<file path="config.mk">
export PLATFORM = sky130hd
export DESIGN_NAME = spi_status_flags
export DESIGN_NICKNAME = d
export VERILOG_FILES = /design/src/rtl/spi_stat_pkg.sv /design/src/rtl/spi_rst_sync.sv /design/src/rtl/spi_cfg_watch.sv /design/src/rtl/spi_rxfull_ctl.sv /design/src/rtl/spi_level_flags.sv /design/src/rtl/spi_sticky_flags.sv /design/src/rtl/spi_status_flags.sv
export SDC_FILE = /design/constraint.sdc
export NUM_CORES = 1
export LEC_CHECK = 0
export ABC_AREA = 1
export ABC_CLOCK_PERIOD_IN_PS = 1100
export BUFFER_PORTS_ARGS = -buffer_cell sky130_fd_sc_hd__buf_2
export CAP_MARGIN = 25
export CORE_MARGIN = 4
export CORE_UTILIZATION = 43
export DETAILED_ROUTE_END_ITERATION = 12
export PLACE_DENSITY = 0.76
export SKIP_CTS_REPAIR_TIMING = 1
export SLEW_MARGIN = 20
export SYNTH_ARGS = -nofsm -noshare
export SYNTH_HDL_FRONTEND = slang
export SYNTH_SLANG_ARGS = --single-unit
</file>
<file path="constraint.sdc">
create_clock -name clk -period 1.1 [get_ports clk]
set_clock_uncertainty 0.1 [all_clocks]
set_input_delay 0.055 -clock clk [delete_from_list [all_inputs] [get_ports clk]]
set_output_delay 0.055 -clock clk [all_outputs]
set_load 0.02 [all_outputs]
</file>
<file path="src/rtl/spi_stat_pkg.sv">
package spi_stat_pkg;

  // Member order fixes the status byte layout: first member is bit 7.
  typedef struct packed {
    logic rx_full;
    logic match;
    logic tx_empty;
    logic mode_fault;
    logic rx_near_full;
    logic tx_near_empty;
    logic tx_full;
    logic rx_fifo_empty;
  } stat_t;

  typedef struct packed {
    logic mode_sel;
    logic fifo_en;
    logic enable;
  } cfg_t;

  localparam int STAT_W = $bits(stat_t);
  localparam int CFG_W  = $bits(cfg_t);

endpackage

</file>
<file path="src/rtl/spi_rst_sync.sv">
module spi_rst_sync #(
  parameter int STAGES = 2
) (
  input  logic clk,
  input  logic rst_n,
  output logic rst_q_n
);
  logic [STAGES-1:0] sync_q;
  logic [STAGES-1:0] sync_d;

  always_comb begin
    sync_d = {sync_q[STAGES-2:0], 1'b1};
  end

  always_ff @(posedge clk or negedge rst_n) begin
    if (!rst_n) sync_q <= '0;
    else        sync_q <= sync_d;
  end

  assign rst_q_n = sync_q[STAGES-1];
endmodule

</file>
<file path="src/rtl/spi_cfg_watch.sv">
module spi_cfg_watch
  import spi_stat_pkg::*;
(
  input  logic clk,
  input  logic rst_n,
  input  cfg_t cfg_i,
  output logic flush_o
);
  cfg_t prev_q;
  cfg_t prev_d;
  logic prev_en;

  always_comb begin
    prev_en = 1'b1;
    prev_d  = cfg_i;
  end

  always_ff @(posedge clk or negedge rst_n) begin
    if (!rst_n)       prev_q <= '0;
    else if (prev_en) prev_q <= prev_d;
  end

  assign flush_o = rst_n && (cfg_i != prev_q);
endmodule

</file>
<file path="src/rtl/spi_rxfull_ctl.sv">
module spi_rxfull_ctl (
  input  logic clk,
  input  logic rst_n,
  input  logic fifo_mode,
  input  logic flush,
  input  logic fifo_at_full,
  input  logic xfer_done,
  input  logic stat_rd,
  input  logic data_rd,
  input  logic dma_done,
  input  logic rxdma_en,
  output logic rx_full
);
  logic full_q, full_d;
  logic armed_q, armed_d;
  logic set_evt, rd_clr, dma_clr, clr_evt;

  always_comb begin
    set_evt = fifo_mode ? (fifo_at_full && !data_rd) : xfer_done;
    rd_clr  = !rxdma_en && data_rd && (fifo_mode || armed_q);
    dma_clr = rxdma_en && dma_done;
    clr_evt = (rd_clr || dma_clr) && !xfer_done;

    if (flush)        full_d = 1'b0;
    else if (set_evt) full_d = 1'b1;
    else if (clr_evt) full_d = 1'b0;
    else              full_d = full_q;

    if (flush || data_rd)          armed_d = 1'b0;
    else if (stat_rd && full_q)    armed_d = 1'b1;
    else                           armed_d = armed_q && full_q;
  end

  always_ff @(posedge clk or negedge rst_n) begin
    if (!rst_n) begin
      full_q  <= 1'b0;
      armed_q <= 1'b0;
    end else begin
      full_q  <= full_d;
      armed_q <= armed_d;
    end
  end

  assign rx_full = full_q;
endmodule

</file>
<file path="src/rtl/spi_level_flags.sv">
module spi_level_flags #(
  parameter int DEPTH = 8,
  parameter int RX_WM = 6,
  parameter int TX_WM = 2,
  localparam int CW   = $clog2(DEPTH + 1)
) (
  input  logic          clk,
  input  logic          rst_n,
  input  logic          fifo_mode,
  input  logic          flush,
  input  logic [CW-1:0] rx_count,
  input  logic [CW-1:0] tx_count,
  output logic          rx_near_full,
  output logic          tx_near_empty,
  output logic          tx_full,
  output logic          rx_fifo_empty,
  output logic          tx_empty
);
  localparam logic [CW-1:0] RX_MARK = CW'(RX_WM);
  localparam logic [CW-1:0] TX_MARK = CW'(TX_WM);
  localparam logic [CW-1:0] FULLV   = CW'(DEPTH);

  logic [4:0] lvl_q, lvl_d;
  logic       lvl_en;

  always_comb begin
    lvl_en = 1'b1;
    if (flush) begin
      lvl_d = {1'b0, fifo_mode, 1'b0, fifo_mode, 1'b1};
    end else begin
      lvl_d[4] = fifo_mode && (rx_count >= RX_MARK);
      lvl_d[3] = fifo_mode && (tx_count <= TX_MARK);
      lvl_d[2] = fifo_mode && (tx_count == FULLV);
      lvl_d[1] = fifo_mode && (rx_count == '0);
      lvl_d[0] = (tx_count == '0);
    end
  end

  always_ff @(posedge clk or negedge rst_n) begin
    if (!rst_n)      lvl_q <= '0;
    else if (lvl_en) lvl_q <= lvl_d;
  end

  assign rx_near_full  = lvl_q[4];
  assign tx_near_empty = lvl_q[3];
  assign tx_full       = lvl_q[2];
  assign rx_fifo_empty = lvl_q[1];
  assign tx_empty      = lvl_q[0];
endmodule

</file>
<file path="src/rtl/spi_sticky_flags.sv">
module spi_sticky_flags #(
  parameter int N = 2
) (
  input  logic         clk,
  input  logic         rst_n,
  input  logic         flush,
  input  logic         stat_rd,
  input  logic [N-1:0] evt,
  output logic [N-1:0] flag
);
  for (genvar i = 0; i < N; i++) begin : g_flag
    logic q, d;
    always_comb begin
      if (flush)                d = 1'b0;
      else if (evt[i])          d = 1'b1;
      else if (stat_rd && q)    d = 1'b0;
      else                      d = q;
    end
    always_ff @(posedge clk or negedge rst_n) begin
      if (!rst_n) q <= 1'b0;
      else        q <= d;
    end
    assign flag[i] = q;
  end
endmodule

</file>
<file path="src/rtl/spi_status_flags.sv">
module spi_status_flags
  import spi_stat_pkg::*;
#(
  parameter int DEPTH = 8,
  parameter int RX_WM = 6,
  parameter int TX_WM = 2,
  localparam int CW   = $clog2(DEPTH + 1)
) (
  input  logic          clk,
  input  logic          rst_n,
  input  logic          cfg_mode_sel,
  input  logic          cfg_fifo_en,
  input  logic          cfg_enable,
  input  logic          rx_ie,
  input  logic          rnf_ie,
  input  logic          tne_ie,
  input  logic          rxdma_en,
  input  logic          xfer_done,
  input  logic          match_evt,
  input  logic          modf_evt,
  input  logic          stat_rd,
  input  logic          data_rd,
  input  logic          dma_done,
  input  logic [CW-1:0] rx_count,
  input  logic [CW-1:0] tx_count,
  output logic [7:0]    status,
  output logic          irq,
  output logic          rx_dma_req,
  output logic          cfg_flush
);
  logic  rst_q_n;
  cfg_t  cfg;
  stat_t st;
  logic  flush;
  logic  fifo_at_full;
  logic [1:0] sticky;

  assign cfg = '{mode_sel: cfg_mode_sel, fifo_en: cfg_fifo_en, enable: cfg_enable};
  assign fifo_at_full = (rx_count == CW'(DEPTH));

  spi_rst_sync #(.STAGES(2)) u_rst (
    .clk     (clk),
    .rst_n   (rst_n),
    .rst_q_n (rst_q_n)
  );

  spi_cfg_watch u_cfg (
    .clk     (clk),
    .rst_n   (rst_q_n),
    .cfg_i   (cfg),
    .flush_o (flush)
  );

  spi_rxfull_ctl u_rxf (
    .clk          (clk),
    .rst_n        (rst_q_n),
    .fifo_mode    (cfg_fifo_en),
    .flush        (flush),
    .fifo_at_full (fifo_at_full),
    .xfer_done    (xfer_done),
    .stat_rd      (stat_rd),
    .data_rd      (data_rd),
    .dma_done     (dma_done),
    .rxdma_en     (rxdma_en),
    .rx_full      (st.rx_full)
  );

  spi_level_flags #(.DEPTH(DEPTH), .RX_WM(RX_WM), .TX_WM(TX_WM)) u_lvl (
    .clk           (clk),
    .rst_n         (rst_q_n),
    .fifo_mode     (cfg_fifo_en),
    .flush         (flush),
    .rx_count      (rx_count),
    .tx_count      (tx_count),
    .rx_near_full  (st.rx_near_full),
    .tx_near_empty (st.tx_near_empty),
    .tx_full       (st.tx_full),
    .rx_fifo_empty (st.rx_fifo_empty),
    .tx_empty      (st.tx_empty)
  );

  spi_sticky_flags #(.N(2)) u_stk (
    .clk     (clk),
    .rst_n   (rst_q_n),
    .flush   (flush),
    .stat_rd (stat_rd),
    .evt     ({match_evt, modf_evt}),
    .flag    (sticky)
  );

  assign st.match      = sticky[1];
  assign st.mode_fault = sticky[0];

  assign status     = st;
  assign cfg_flush  = flush;
  assign rx_dma_req = rxdma_en && st.rx_full;
  assign irq        = (rx_ie  && (st.rx_full || st.mode_fault))
                   || (rnf_ie && st.rx_near_full)
                   || (tne_ie && st.tx_near_empty);
endmodule

</file>
* After elaboration in Yosys (flattened, before gate mapping)
Index checks and enable logic that the tools add are counted.
Word-level totals: ROM bits 0, word-level logic and storage cells 59, output and inout bits 11, input port bits 23, register bits after elaboration 14, memory bits (writable) 0, memories 0, latch bits 0
Cells by class: $add $sub $neg 0, equality and inequality tests 3, bitwise operators 0, muxes and demuxes 13, multipliers 0, shift operators 0, div/mod/pow operators 0, $lt $le $gt $ge 2, reductions and logical operators 32
Operators by type and width (number):
- 1-bit logical AND | 18
- 1-bit two-way mux | 12
- 3-bit nonzero test | 3
- 4-bit == test (second input constant) | 2
- 4-bit zero test | 2
- 1-bit logical OR | 6
- 5-bit two-way mux | 1
- 4-bit by 3-bit greater-or-equal comparator with 1-bit output (second input constant) | 1
- 4-bit by 2-bit less-or-equal comparator with 1-bit output (second input constant) | 1
- 1-bit zero test | 3
- 3-bit != test | 1

* Longest topological paths before layout
word-level depth 8, gate-level depth with buffers 8, gate-level depth less buffers 8

* By module
From an unflattened synthesis, not the netlist that was laid out.
Second synthesis, totals: cells, all modules 89, area total of the unflattened synthesis 681.9 um^2
Modules (own cells, without submodules):
- spi_level_flags | times used 1, seq. area each 125.1 um^2, cells each 25, area an instance 225.2 um^2
- spi_cfg_watch | times used 1, seq. area each 75.1 um^2, cells each 18, area an instance 136.4 um^2
- spi_rxfull_ctl | times used 1, seq. area each 50.0 um^2, cells each 20, area an instance 123.9 um^2
- spi_sticky_flags | times used 1, seq. area each 50.0 um^2, cells each 11, area an instance 93.8 um^2
- spi_rst_sync | times used 1, seq. area each 50.0 um^2, cells each 3, area an instance 53.8 um^2
- spi_status_flags | times used 1, seq. area each 0.0 um^2, cells each 12, area an instance 48.8 um^2

* Least setup slack after synthesis
OpenSTA, ideal clock, no wires.
path kind reg2reg, from register u_rst.sync_q[1], to register u_rxf.armed_q, path buffers 0, library setup time 0.122 ns, required time 0.878 ns, data arrival time 0.911 ns, clock period less this slack 1.133 ns, stages on the path, launching flop included 4, setup slack -0.033 ns, cell sequence dfrtp_1 -> nand2_4 -> inv_4 -> nor2_1
On the way: word-level cells in the longest chain between the ends 3
RTL lines:
- from (decl) | line spi_rst_sync.sv:8 | logic [STAGES-1:0] sync_q;
- from (signal assigned) | line spi_rst_sync.sv:17 | else sync_q <= sync_d;
- 1-bit logical AND | line spi_cfg_watch.sv:23 | assign flush_o = rst_n && (cfg_i != prev_q);
- net cfg_flush | line spi_status_flags.sv:29 | output logic cfg_flush
- 1-bit logical OR | line spi_rxfull_ctl.sv:29 | if (flush || data_rd) armed_d = 1'b0;
- 1-bit two-way mux | line spi_rxfull_ctl.sv:29
- net u_rxf.armed_d | line spi_rxfull_ctl.sv:15 | logic armed_q, armed_d;
- to (signal assigned) | line spi_rxfull_ctl.sv:40 | armed_q <= armed_d;
- to (decl) | line spi_rxfull_ctl.sv:15
The timed path passes the listed nets, and every way through them passes these cells. A chain may end at the register's enable or synchronous reset.

* Final worst setup path
from register u_cfg.prev_q[0] in the netlist's numbering, to output cfg_flush
On the way: word-level cells in the longest chain between the ends 2
RTL lines:
- from (decl) | line spi_cfg_watch.sv:9 | cfg_t prev_q;
- from (signal assigned) | line spi_cfg_watch.sv:20 | else if (prev_en) prev_q <= prev_d;
- 3-bit != test | line spi_cfg_watch.sv:23
- 1-bit logical AND | line spi_cfg_watch.sv:23
- to (decl) | line spi_status_flags.sv:29
No other way between the ends.

==> summary.md <==
| Metric | Value |
|---|---|
| Final Critical Period | 1.45 ns |
| Clk Latency, worst-skew pair | 0.28 ns |
| TritonRoute pass-1 iters | 4 |
| Top-count cell post-synth | nand2_1 |
| CTS clk-pin slew, worst paths | 0.09 ns |
| Largest net degree at the start of global routing | 9 |
| Setup ws final | -0.347 ns |
| Non-filler cells, final | 145 |
| Hold Crit Class | register to async pin |
| Final core area utilization | 0.729 |
| Final antenna-violating net count | 0 |
| Syn Area/Cell | 8.57 µm² |
| Effective utilization at floorplan | 0.455 |
| Routed length per instance | 12.3 µm |
| Post-synth EDFFs | 0 |
| Ranking of synthesized cells by area | dfrtp_1 51%, nand2_1 10%, buf_4 8.8% |
| Post-synth top area share | 0.511 |
| Maximum vdd drop | 0.000777 V |
| Reg power frac | 0.448 |
| Period utilization | 1.32 |
| Final setup TNS | -1.61 ns |
| Pleak | 0.606 nW |
| Post-Syn Area | 686 µm² |
| Final slew viol count | 0 |
| Post-synth ARST share | 1.00 |
| H-tree depth | 1 |
| Crit path largest cell delay | 0.42 ns |
| Global-route wire length before repair | 1940 µm |
| CP required | 0.94 ns |
| IO Count | 34 |
| Via density | 4.62 |
| DIE AREA | 2300 µm² |
| CTS tree | built |
| Top post-synthesis cells by count | 19 x nand2_1, 14 x dfrtp_1, 9 x inv_1, 9 x nor2_1, 8 x buf_4 |
| Grt ovf | 0 |
| Clk sink count | 14 |
| Sw Ratio | 0.279 |
| Max Cap Viol | 0 |
| Most used DFF post-synth | dfrtp_1 |
| Critical Path End Type | output pin |
| CTS Root Cell | clkbuf_4 |
| Fmax | 0.691 GHz |
| Final net count | 153 |
| Crit Path Category | register to output pin |
| Seq/Total Area, Yosys | 0.511 |
| P_sw | 354 µW |
| WL final | 1780 µm |
| Failing checks | hold timing, setup timing |
| Antenna diodes | 0 |
| Vias in the first global route | 471 |
| Final Setup Violations | 12 |
| Synth cell types | 18 |
| Die W | 47.9 µm |
| Status | complete, but fails checks |
| Overall Global Routing Usage | 0.123 |
| Height of the die | 47.9 µm |
| Comb pwr share | 0.264 |
| Gate Count Post-Synth | 80 |
| Dpl cells | 122 |
| Area leader, netlist | dfrtp_1 |
| Core footprint | 1510 µm² |
| Synth warnings | 0 |
| Bufs on Longest Clock Path | 2 |
| Num rows | 14 |
| Dpl ws | -0.0718 ns |
| I/O Buffers | 33 |
| Clock share of power | 0.288 |
| Antenna violations before repair | 0 |
| Seq cells post-synth | 14 |
| Violation count after the first detailed-routing iteration | 7 |
| Power Dens Cells | 1160 nW/µm² |
| Area grow syn2layout | 60.2% |
| Final Hold Fails | 1 |
| CTS buffer count | 3 |
| RSZ-0062 raised after global routing | yes |
| Syn nets | 103 |
| Worst EP arrival | 1.29 ns |
| Internal power | 915 µW |
| Layout cells sized above 1 | 0.450 |
| CP max FO | 5 |
| Hold slack final | -0.000218 ns |
| GPL Wtd Cong | 0.714 |
| DP HPWL | 1120 µm |
| Slowest CP cell | dfrtp_1 |
| DRC | 0 |
| CP Cell Sequence | xnor2_2 > nand3_2 > nand2_4 > inv_6 > buf_6 |
| Vias after detailed routing | 670 |
| Crit path launch type | register |
## cell families (layout without fill, tap and decap cells)
group / count (synthesis) / after routing / synth area share
AO/OA/AOI/OAI: 7 / 7 / 0.0584
flip-flops: 14 / 14 / 0.511
XOR/XNOR: 3 / 3 / 0.0383
AND/OR/NAND/NOR: 37 / 37 / 0.241
other: 1 / 1 / 0.00547
buffers and inverters: 18 / 67 / 0.146
## cells in the final DEF, fill, tap and decap left out
| master | count |
|---|---|
| nand2_2 | 1 |
| buf_4 | 7 |
| buf_2 | 30 |
| nor2_4 | 3 |
| nor2_1 | 7 |
| o21ai_1 | 1 |
| nor2_2 | 1 |
| inv_1 | 8 |
| nor3_1 | 1 |
| o21ai_0 | 2 |
| dlygate4sd3_1 | 12 |
| nand2_1 | 18 |
| o211ai_1 | 1 |
| dfrtp_1 | 13 |
| a21oi_1 | 2 |
| conb_1 | 1 |
| buf_6 | 4 |
| inv_6 | 1 |
| nand4_1 | 1 |
| nand2_4 | 1 |
| inv_2 | 1 |
| nand3_2 | 1 |
| o21a_1 | 1 |
| dfrtp_2 | 1 |
| xnor2_2 | 3 |
| nand3_1 | 3 |
| clkbuf_8 | 1 |
| clkbuf_4 | 3 |
## worst max-delay path: cells and delay by family (launching register included)
family	cells	cell delay (ns)
DFF	1	0.42
and+or+nand+nor	2	0.26
buffers and inverters	2	0.17
xor gates and xnor gates	1	0.15
## path summary, 6_finish.rpt
check / start / to / slack, ns / cells after the start
hold / removal: u_rst.sync_q[1]$_DFF_PN0_ / u_lvl.lvl_q[0]$_DFF_PN0_ / -0.0002 / 0
hold reg to reg: u_rst.sync_q[1]$_DFF_PN0_ / u_lvl.lvl_q[0]$_DFF_PN0_ / -0.0002 / 0
max in group asynchronous: rst_n / u_rst.sync_q[1]$_DFF_PN0_ / 0.24 / 3
setup / recovery: u_cfg.prev_q[0]$_DFF_PN0_ / cfg_flush / -0.35 / 5
setup reg to reg: u_cfg.prev_q[0]$_DFF_PN0_ / u_lvl.lvl_q[2]$_DFF_PN0_ / -0.30 / 7
min in group clk: tx_count[3] / u_lvl.lvl_q[2]$_DFF_PN0_ / 0.01 / 3
## through the flow
| stage | instance area [µm²] | power (mW) | hold WS [ns] |
|---|---|---|---|
| after floorplan | 687 | 0.730 | -0.341 |
| after global placement | 820 | 0.792 | -0.260 |
| after detailed placement | 820 | 0.798 | -0.255 |
| after CTS | 856 | 1.15 | -0.554 |
| after global routing | 1100 | 1.33 | -0.00217 |
| final | 1100 | 1.27 | -0.000218 |
## metal layers
metal | global-route usage | up-vias | part of all wire
met5 | 0 | - | 0
li1 | - | 338 | -
met4 | 0.0484 | 0 | 0
met3 | 0.0338 | 0 | 0.046
met1 | 0.149 | 311 | 0.39
met2 | 0.206 | 21 | 0.56
## state kept, by name, indices dropped and copies added (netlist names)
register,count
u_rxf.rx_full,1
u_rst.sync_q,2
u_stk.g_flag.q,2
u_lvl.lvl_q,5
u_rxf.armed_q,1
u_cfg.prev_q,3
## power groups by stage
stage / combinational [mW] / sequential (mW) / clock (mW)
floorplan: 0.153 / 0.577 / 0
global placement: 0.215 / 0.576 / 0
detailed placement: 0.220 / 0.578 / 0
CTS: 0.220 / 0.568 / 0.363
global route: 0.362 / 0.573 / 0.400
finish: 0.335 / 0.569 / 0.365
## cell type report
type	instances	area, µm²
Fill cell	103	408
Tap cell	16	20.0
Multi-Input combinational cell	48	280
Clock buffer	4	36.3
Timing Repair Buffer	53	368
Inverter	10	42.5
Sequential cell	14	352
Note: power is estimated with default switching activity, not from simulation.
